**config.mk**
```make
export PLATFORM = sky130hd
export DESIGN_NAME = gate_req_merge
export DESIGN_NICKNAME = d
export VERILOG_FILES = /design/src/rtl/gate_req_merge_pkg.sv /design/src/rtl/gate_req_sync.sv /design/src/rtl/gate_req_mode.sv /design/src/rtl/gate_req_lane.sv /design/src/rtl/gate_req_merge.sv
export SDC_FILE = /design/constraint.sdc
export NUM_CORES = 1
export LEC_CHECK = 0
export BUFFER_PORTS_ARGS = -buffer_cell sky130_fd_sc_hd__clkbuf_2
export CAP_MARGIN = 20
export CORE_AREA = 2 2 39 41
export DETAILED_ROUTE_END_ITERATION = 8
export DIE_AREA = 0 0 41 43
export GPL_ROUTABILITY_DRIVEN = 0
export PLACE_DENSITY = 0.69
export SETUP_SLACK_MARGIN = 0.15
export SYNTH_ARGS = -nofsm -noshare
export SYNTH_HDL_FRONTEND = slang
export SYNTH_SLANG_ARGS = --single-unit
export TNS_END_PERCENT = 1
```
**constraint.sdc**
```tcl
create_clock -name clk -period 3.4 [get_ports clk]
set_clock_uncertainty 0.1 [all_clocks]
set_input_delay 0.51 -clock clk [delete_from_list [all_inputs] [get_ports clk]]
set_output_delay 0.51 -clock clk [all_outputs]
set_load 0.005 [all_outputs]
```
**src/rtl/gate_req_merge_pkg.sv**
```systemverilog
package gate_req_merge_pkg;

    typedef enum logic {
        MERGE_OR  = 1'b0,
        MERGE_AND = 1'b1
    } merge_mode_e;

    typedef struct packed {
        logic norm;
        logic data;
        logic blocked;
    } lane_in_t;

    function automatic logic normalize(input logic raw, input logic active_high);
        return active_high ? raw : ~raw;
    endfunction

    function automatic logic merge(input lane_in_t li, input merge_mode_e mode);
        logic m;
        m = (mode == MERGE_AND) ? (li.norm & li.data) : (li.norm | li.data);
        return m & ~li.blocked;
    endfunction

endpackage

```
**src/rtl/gate_req_sync.sv**
```systemverilog
module gate_req_sync #(
    parameter int          W       = 5,
    parameter int          STAGES  = 2,
    parameter logic [W-1:0] RST_VAL = '0
) (
    input  logic         clk,
    input  logic         rst_n,
    input  logic [W-1:0] d,
    output logic [W-1:0] q
);
    logic [W-1:0] stg [STAGES];

    always_ff @(posedge clk) begin
        if (!rst_n) begin
            for (int s = 0; s < STAGES; s++) stg[s] <= RST_VAL;
        end else begin
            stg[0] <= d;
            for (int s = 1; s < STAGES; s++) stg[s] <= stg[s-1];
        end
    end

    assign q = stg[STAGES-1];
endmodule

```
**src/rtl/gate_req_mode.sv**
```systemverilog
module gate_req_mode
    import gate_req_merge_pkg::*;
(
    input  logic        clk,
    input  logic        rst_n,
    input  logic        set_or,
    input  logic        set_and,
    output merge_mode_e mode
);
    always_ff @(posedge clk) begin
        if (!rst_n)
            mode <= MERGE_OR;
        else if (set_and && !set_or)
            mode <= MERGE_AND;
        else if (set_or && !set_and)
            mode <= MERGE_OR;
    end
endmodule

```
**src/rtl/gate_req_lane.sv**
```systemverilog
module gate_req_lane
    import gate_req_merge_pkg::*;
(
    input  logic        awake,
    input  logic        raw_s,
    input  logic        active_high,
    input  logic        data,
    input  logic        blocked,
    input  merge_mode_e mode,
    output logic        norm,
    output logic        req
);
    lane_in_t li;

    always_comb begin
        li.norm    = awake & normalize(raw_s, active_high);
        li.data    = data;
        li.blocked = blocked | ~awake;
        norm       = li.norm;
        req        = merge(li, mode);
    end
endmodule

```
**src/rtl/gate_req_merge.sv**
```systemverilog
module gate_req_merge
    import gate_req_merge_pkg::*;
#(
    parameter int NCH         = 4,
    parameter int SYNC_STAGES = 2
) (
    input  logic           clk,
    input  logic           rst_n,
    input  logic [NCH-1:0] pin_raw,
    input  logic           pol_strap,
    input  logic [NCH-1:0] data_bits,
    input  logic           set_or,
    input  logic           set_and,
    input  logic [NCH-1:0] prot_off,
    output logic [NCH-1:0] gate_req,
    output logic [NCH-1:0] pin_norm
);
    localparam int SW = NCH + 1;
    localparam logic [SW-1:0] SYNC_RST = {1'b1, {NCH{1'b0}}};

    logic [SW-1:0] synced;
    merge_mode_e   mode_q;

    gate_req_sync #(
        .W      (SW),
        .STAGES (SYNC_STAGES),
        .RST_VAL(SYNC_RST)
    ) u_sync (
        .clk  (clk),
        .rst_n(rst_n),
        .d    ({pol_strap, pin_raw}),
        .q    (synced)
    );

    gate_req_mode u_mode (
        .clk    (clk),
        .rst_n  (rst_n),
        .set_or (set_or),
        .set_and(set_and),
        .mode   (mode_q)
    );

    for (genvar n = 0; n < NCH; n++) begin : g_lane
        gate_req_lane u_lane (
            .awake      (rst_n),
            .raw_s      (synced[n]),
            .active_high(synced[NCH]),
            .data       (data_bits[n]),
            .blocked    (prot_off[n]),
            .mode       (mode_q),
            .norm       (pin_norm[n]),
            .req        (gate_req[n])
        );
    end
endmodule

```
==> impl_metrics.toml, run 1 <==
[worst_setup_path]
crit_chain = "xnor2_1, maj3_2, and3b_1, clkbuf_2"
worst-path-max-fanout = 4
worst_ep_arrival_time_ps = 1370
path_buf_inv = 1
worst_setup_path_end_kind = "output port"
start_kind = "flop"
worstRegToRegCells = 2
worstPathRequired_ps = 2790
r2r_slack_ps = 2700
path_class = "reg -> out"
worstSetupStartpoint = "u_sync.stg[0][9]"
slowest_delay_ps = 420
reg2reg_from = "u_mode.mode"
crit_slowest_cell = "dfxtp_1"
critPathTopFamily = "flip-flops"
rr_endpoint = "u_mode.mode"

[clock_network]
cts_root_buf = "clkbuf_4"
cts.sinks = 11
cts-hold-fix-buffers = 0
numCtsBuffers = 3
insertion_delay_ps = 260
cts_resized = 0
clk_pin_slew_worst_paths_ps = 60
cts.path.max_buffers = 2
postCtsSetupRepairBufs = 0
htreeDepth = 1
cts_tree = "built"

[drt]
met3_length_um = 93
drt_iter0_markers = 2
drt-met1-wl_um = 250
top_layer = "met3"
drt_pass1_iterations = 4
vias = 343
via_per_inst = 3.99
drtAntennaViolNets = 0
met2_length_um = 277
route.detailed.drc = 0
wl_per_cell_um = 7.22
wirelength_um = 621

[logic_synthesis]
synth.top_cells.by_area = "dfxtp_1 (42%), and2_1 (14%), buf_4 (13%)"
synth_top_area_cell = "dfxtp_1"
synth_area_um2 = 531
synth_top_area_share = 0.415
syn_inst = 52
ys_types = 12
synth.avg_cell_area_um2 = 10.2
synth-seq-cells = 11
yosysWarnings = 0
ys_seq_area_frac = 0.415
syn_nets = 70

[global_routing]
antenna_found_initial = 0
grt_overflow = 0
grt_pass1_vias = 250
grt_pass1_wl_um = 890
grt_start_max_net_pins = 20
grt.total_usage = 0.0807

[sta]
relSlewSlack = 0.832
setup_ws_ps = 1420
finalSetupViolCount = 0
rsz0062_at_grt = "false"
period_share = 0.583
slew_violations = 0
final-hold-violation-count = 0
max_freq_mhz = 505
period_minus_slack_ps = 1980
tightest_slew_ps = 251
tns_ps = 0

[floorplanning]
core_region_area_um2 = 1380
die_area_um2 = 1760
die_x_um = 41
start_util = 0.383
fp-row-count = 14
pin_count = 25
die_h_um = 43

[finish]
regArea_um2 = 220
multiInputGateArea_um2 = 231
antenna_cells = 0
drive_gt1_frac = 0.443
final_nets = 89
syn_to_final_growth_pct = 17.9
design_area_um2 = 626
fillCellCount = 123

[power]
power_leakage_uw = 0.000316
ir_drop_mv = 0.212
p_per_area_nw_per_um2 = 411

[min_path]
hp-start = "u_sync.stg[0][4]"
holdPathStages = 1
min_path_type = "reg -> reg"
whs_endpoint = "u_sync.stg[0][9]"

[run_status]
status = "finished clean"

[placement]
dp_hpwl_um = 504
dpl_cell_area_um2 = 599
port_buffers = 24
place_ws_ps = 1660

[job]
maxCapViolCount = 0
cells by family (layout without fill, tap and decap cells):
group	Yosys count	count (layout)	share of synthesized area
flops	11	11	0.415
xor+xnor	4	4	0.0660
fa+ha+maj	5	5	0.108
simple gates	19	19	0.243
buf+inv	12	30	0.149
mux	1	1	0.0189
layout make-up:
cell class	count	share of cell area
tap	16	0.0320
sequential	11	0.352
multi-input combinational	29	0.370
clock buffer	4	0.0420
inverter	2	0.0120
timing repair buffer	24	0.192
placed cells by master, fill, tap and decap left out:
| cell | instances |
|---|---|
| and2_1 | 12 |
| and3b_1 | 4 |
| clkbuf_1 | 1 |
| clkbuf_2 | 24 |
| clkbuf_4 | 3 |
| dfxtp_1 | 11 |
| ha_1 | 1 |
| inv_1 | 2 |
| maj3_2 | 4 |
| mux2i_1 | 1 |
| nand2b_1 | 2 |
| nor2b_1 | 1 |
| xnor2_1 | 4 |
worst reg2reg max path, cell delays in order, from the launching register on:
cell and delay [ps]:
dfxtp_1 310, mux2i_1 120, nor2b_1 60
how the worst max path moves through the flow:
| stage | to | slack (ps) | cells past startpoint |
|---|---|---|---|
| final | gate_req[0] | 1420 | 4 |
| after global routing | gate_req[0] | 1300 | 4 |
| after CTS | gate_req[0] | 1390 | 4 |
| after detailed placement | gate_req[1] | 1660 | 4 |
| after global placement | gate_req[1] | 1670 | 4 |
| after floorplan | gate_req[0] | 1670 | 5 |
flip-flops by register name, summed over array words and instances, names as in the netlist:
name         flops
u_mode.mode      1
u_sync.stg      10
metrics by stage:
stage | power, uW | hold slack (ps) | utilization | instances
2_1_floorplan | 168 | 286 | - | 52
3_3_place_gp | 176 | 292 | 0.433 | 82
3_5_place_dp | 177 | 296 | 0.433 | 82
4_1_cts | 262 | 311 | 0.452 | 86
5_1_grt | 275 | 326 | 0.452 | 86
6_report | 257 | 309 | 0.452 | 86
power by group:
group	leakage [uW]	switching [uW]	total [uW]	internal, uW
clock network	0.0000150	38.8	84.1	45.3
logic	0.000210	12.7	35.9	23.1
registers	0.0000910	2.22	137	135
routing by layer:
| layer | vias to the layer above | GRT usage |
|---|---|---|
| li1 | 192 | - |
| met2 | 21 | 0.113 |
| met1 | 130 | 0.0850 |
| met3 | 0 | 0.0314 |
| met4 | 0 | 0.0800 |
| met5 | - | 0 |
synth_stat cells:
| cell type | count |
|---|---|
| and2_1 | 12 |
| and3b_1 | 4 |
| buf_4 | 9 |
| clkbuf_1 | 1 |
| dfxtp_1 | 11 |
| ha_1 | 1 |
| inv_1 | 2 |
| maj3_2 | 4 |
| mux2i_1 | 1 |
| nand2b_1 | 2 |
| nor2b_1 | 1 |
| xnor2_1 | 4 |
(Power assumes the default switching activity.)
==> inputs of run 2 (changes only) <==
- CORE_AREA: 2 2 39 41 -> unset
- CORE_MARGIN: unset -> 2
- CORE_UTILIZATION: unset -> 39
- DIE_AREA: 0 0 41 43 -> unset
- PLACE_DENSITY: 0.69 -> 0.71
- clock period: 3.4 -> 1.8 ns (I/O delays scaled with it)
==> run 2 against run 1 <==
Count of clock-buffer cells in the layout unchanged. Critical endpoint unchanged. Non-clock buffer count did not move. Sequential share of layout area decreased by 1.2 points. Sequential power is 91% higher. Power up 92%. Via count grew 2.3%. Cell area up 5.2%. Die area fell by 5.2%. First-iteration DRC count unchanged. Core utilization is 6.0 points higher. Clock power is 89% higher. Routed wire length grew 15%.
==> impl_metrics.toml, run 2 (synthesis gave the netlist of run 1 again) <==
[run_status]
status = "finished clean"

[sta]
max_freq_mhz = 584
final-hold-violation-count = 0
period_minus_slack_ps = 1710
finalSetupViolCount = 0
rsz0062_at_grt = "true"
tightest_slew_ps = 270
period_share = 0.951
relSlewSlack = 0.820
slew_violations = 0
tns_ps = 0

[worst_setup_path]
worstPathRequired_ps = 1430
path_class = "reg -> out"
reg2reg_from = "u_mode.mode"
crit_chain = "xnor2_2, maj3_2, and3b_1, clkbuf_2"
start_kind = "flop"
worst_ep_arrival_time_ps = 1340
rr_endpoint = "u_mode.mode"
slowest_delay_ps = 380
worstRegToRegCells = 2
worst_setup_path_end_kind = "output port"
crit_slowest_cell = "dfxtp_4"
worst-path-max-fanout = 4
r2r_slack_ps = 1120

[power]
power_leakage_uw = 0.000345
p_per_area_nw_per_um2 = 748
ir_drop_mv = 0.379

[floorplanning]
core_region_area_um2 = 1280
start_util = 0.413
die_x_um = 40.9
pin_count = 25
fp-row-count = 13
die_area_um2 = 1670
die_h_um = 40.9

[finish]
final_nets = 89
final_common_cell = "clkbuf_2"
drive_gt1_frac = 0.514
fin_cells = 85
fillCellCount = 124
largest_reg_flops = 10
final_cell_mix = "clkbuf_2 (23), and2_1 (12), dfxtp_1 (10)"
top_regs = "u_sync.stg x10, u_mode.mode x1"
regArea_um2 = 224
multiInputGateArea_um2 = 262
syn_to_final_growth_pct = 24.1
regMostFlops = "u_sync.stg"
antenna_cells = 0

[clock_network]
cts.sinks = 11
clk_pin_slew_worst_paths_ps = 60
cts_root_buf = "clkbuf_4"
htreeDepth = 1
postCtsSetupRepairBufs = 0
cts-hold-fix-buffers = 0
insertion_delay_ps = 260
cts.path.max_buffers = 2
numCtsBuffers = 3
cts_tree = "built"

[drt]
drt_iter0_markers = 2
wl_per_cell_um = 8.42
via_per_inst = 4.13
drt_pass1_iterations = 2
route.detailed.drc = 0
wirelength_um = 716
vias = 351
drtAntennaViolNets = 0

[placement]
dp_hpwl_um = 546
port_buffers = 24
dp_cells = 81

[job]
maxCapViolCount = 0

[min_path]
holdPathStages = 2
min_path_type = "in -> reg"
whs_endpoint = "u_sync.stg[0][4]"
hp-start = "pol_strap"

[global_routing]
grt.total_usage = 0.0950
grt_start_max_net_pins = 20
grt_pass1_vias = 277
antenna_found_initial = 0
grt_overflow = 0
grt_pass1_wl_mm = 1.00
run 2: layout make-up:
| type | count | area share |
|---|---|---|
| flip-flops and latches | 11 | 0.340 |
| well taps | 15 | 0.0285 |
| multi-input cells | 29 | 0.397 |
| inverters | 2 | 0.0114 |
| clock buffers | 4 | 0.0399 |
| repair buffers | 24 | 0.183 |
run 2: worst max path at each step:
stage                                 from           to  slack [ps]  depth (start not counted)
after floorplan           u_sync.stg[0][9]  gate_req[0]         310                          5
after global placement    u_sync.stg[0][9]  gate_req[0]         350                          4
after detailed placement  u_sync.stg[0][9]  gate_req[0]         320                          4
after CTS                 u_sync.stg[0][9]  gate_req[0]          90                          4
after global routing      u_sync.stg[0][9]  gate_req[1]          20                          4
final                     u_sync.stg[0][9]  gate_req[0]          90                          4
run 2: repair_timing:
item,in CTS,in global routing
pin swaps,0,3
gates resized for setup,1,6
endpoints found under the setup margin,4,4
run 2: worst max-delay path: cells and delay by family (launching register included):
family	cells	cell delay, ps
DFF	1	380
adders and majority gates	1	300
and+or+nand+nor	1	160
xor gates and xnor gates	1	150
buffers and inverters	1	100
run 2: where the power goes:
part / total [uW] / internal, uW / switching [uW]
clock: 159 / 85.6 / 73.4
combinational: 72.7 / 47.8 / 24.9
sequential: 261 / 254 / 6.64
total: 493 / 388 / 105
run 2: stage by stage:
stage	area (um^2)	hold WS (ps)	worst slack [ps]	util	total power, uW
detailed placement	598	308	319	0.465	335
CTS	626	79.4	93.3	0.487	497
global placement	598	303	348	0.465	333
global route	658	96.0	23.7	0.512	523
finish	658	87.1	87.7	0.512	493
floorplan	531	243	313	-	317
run 2: metal layers:
metal / GRT usage / vias to the layer above / wire length, um
met5: 0 / - / 0
met4: 0.0750 / 0 / 0
met3: 0.0163 / 0 / 82
met2: 0.168 / 21 / 328
met1: 0.0967 / 141 / 305
li1: - / 189 / -
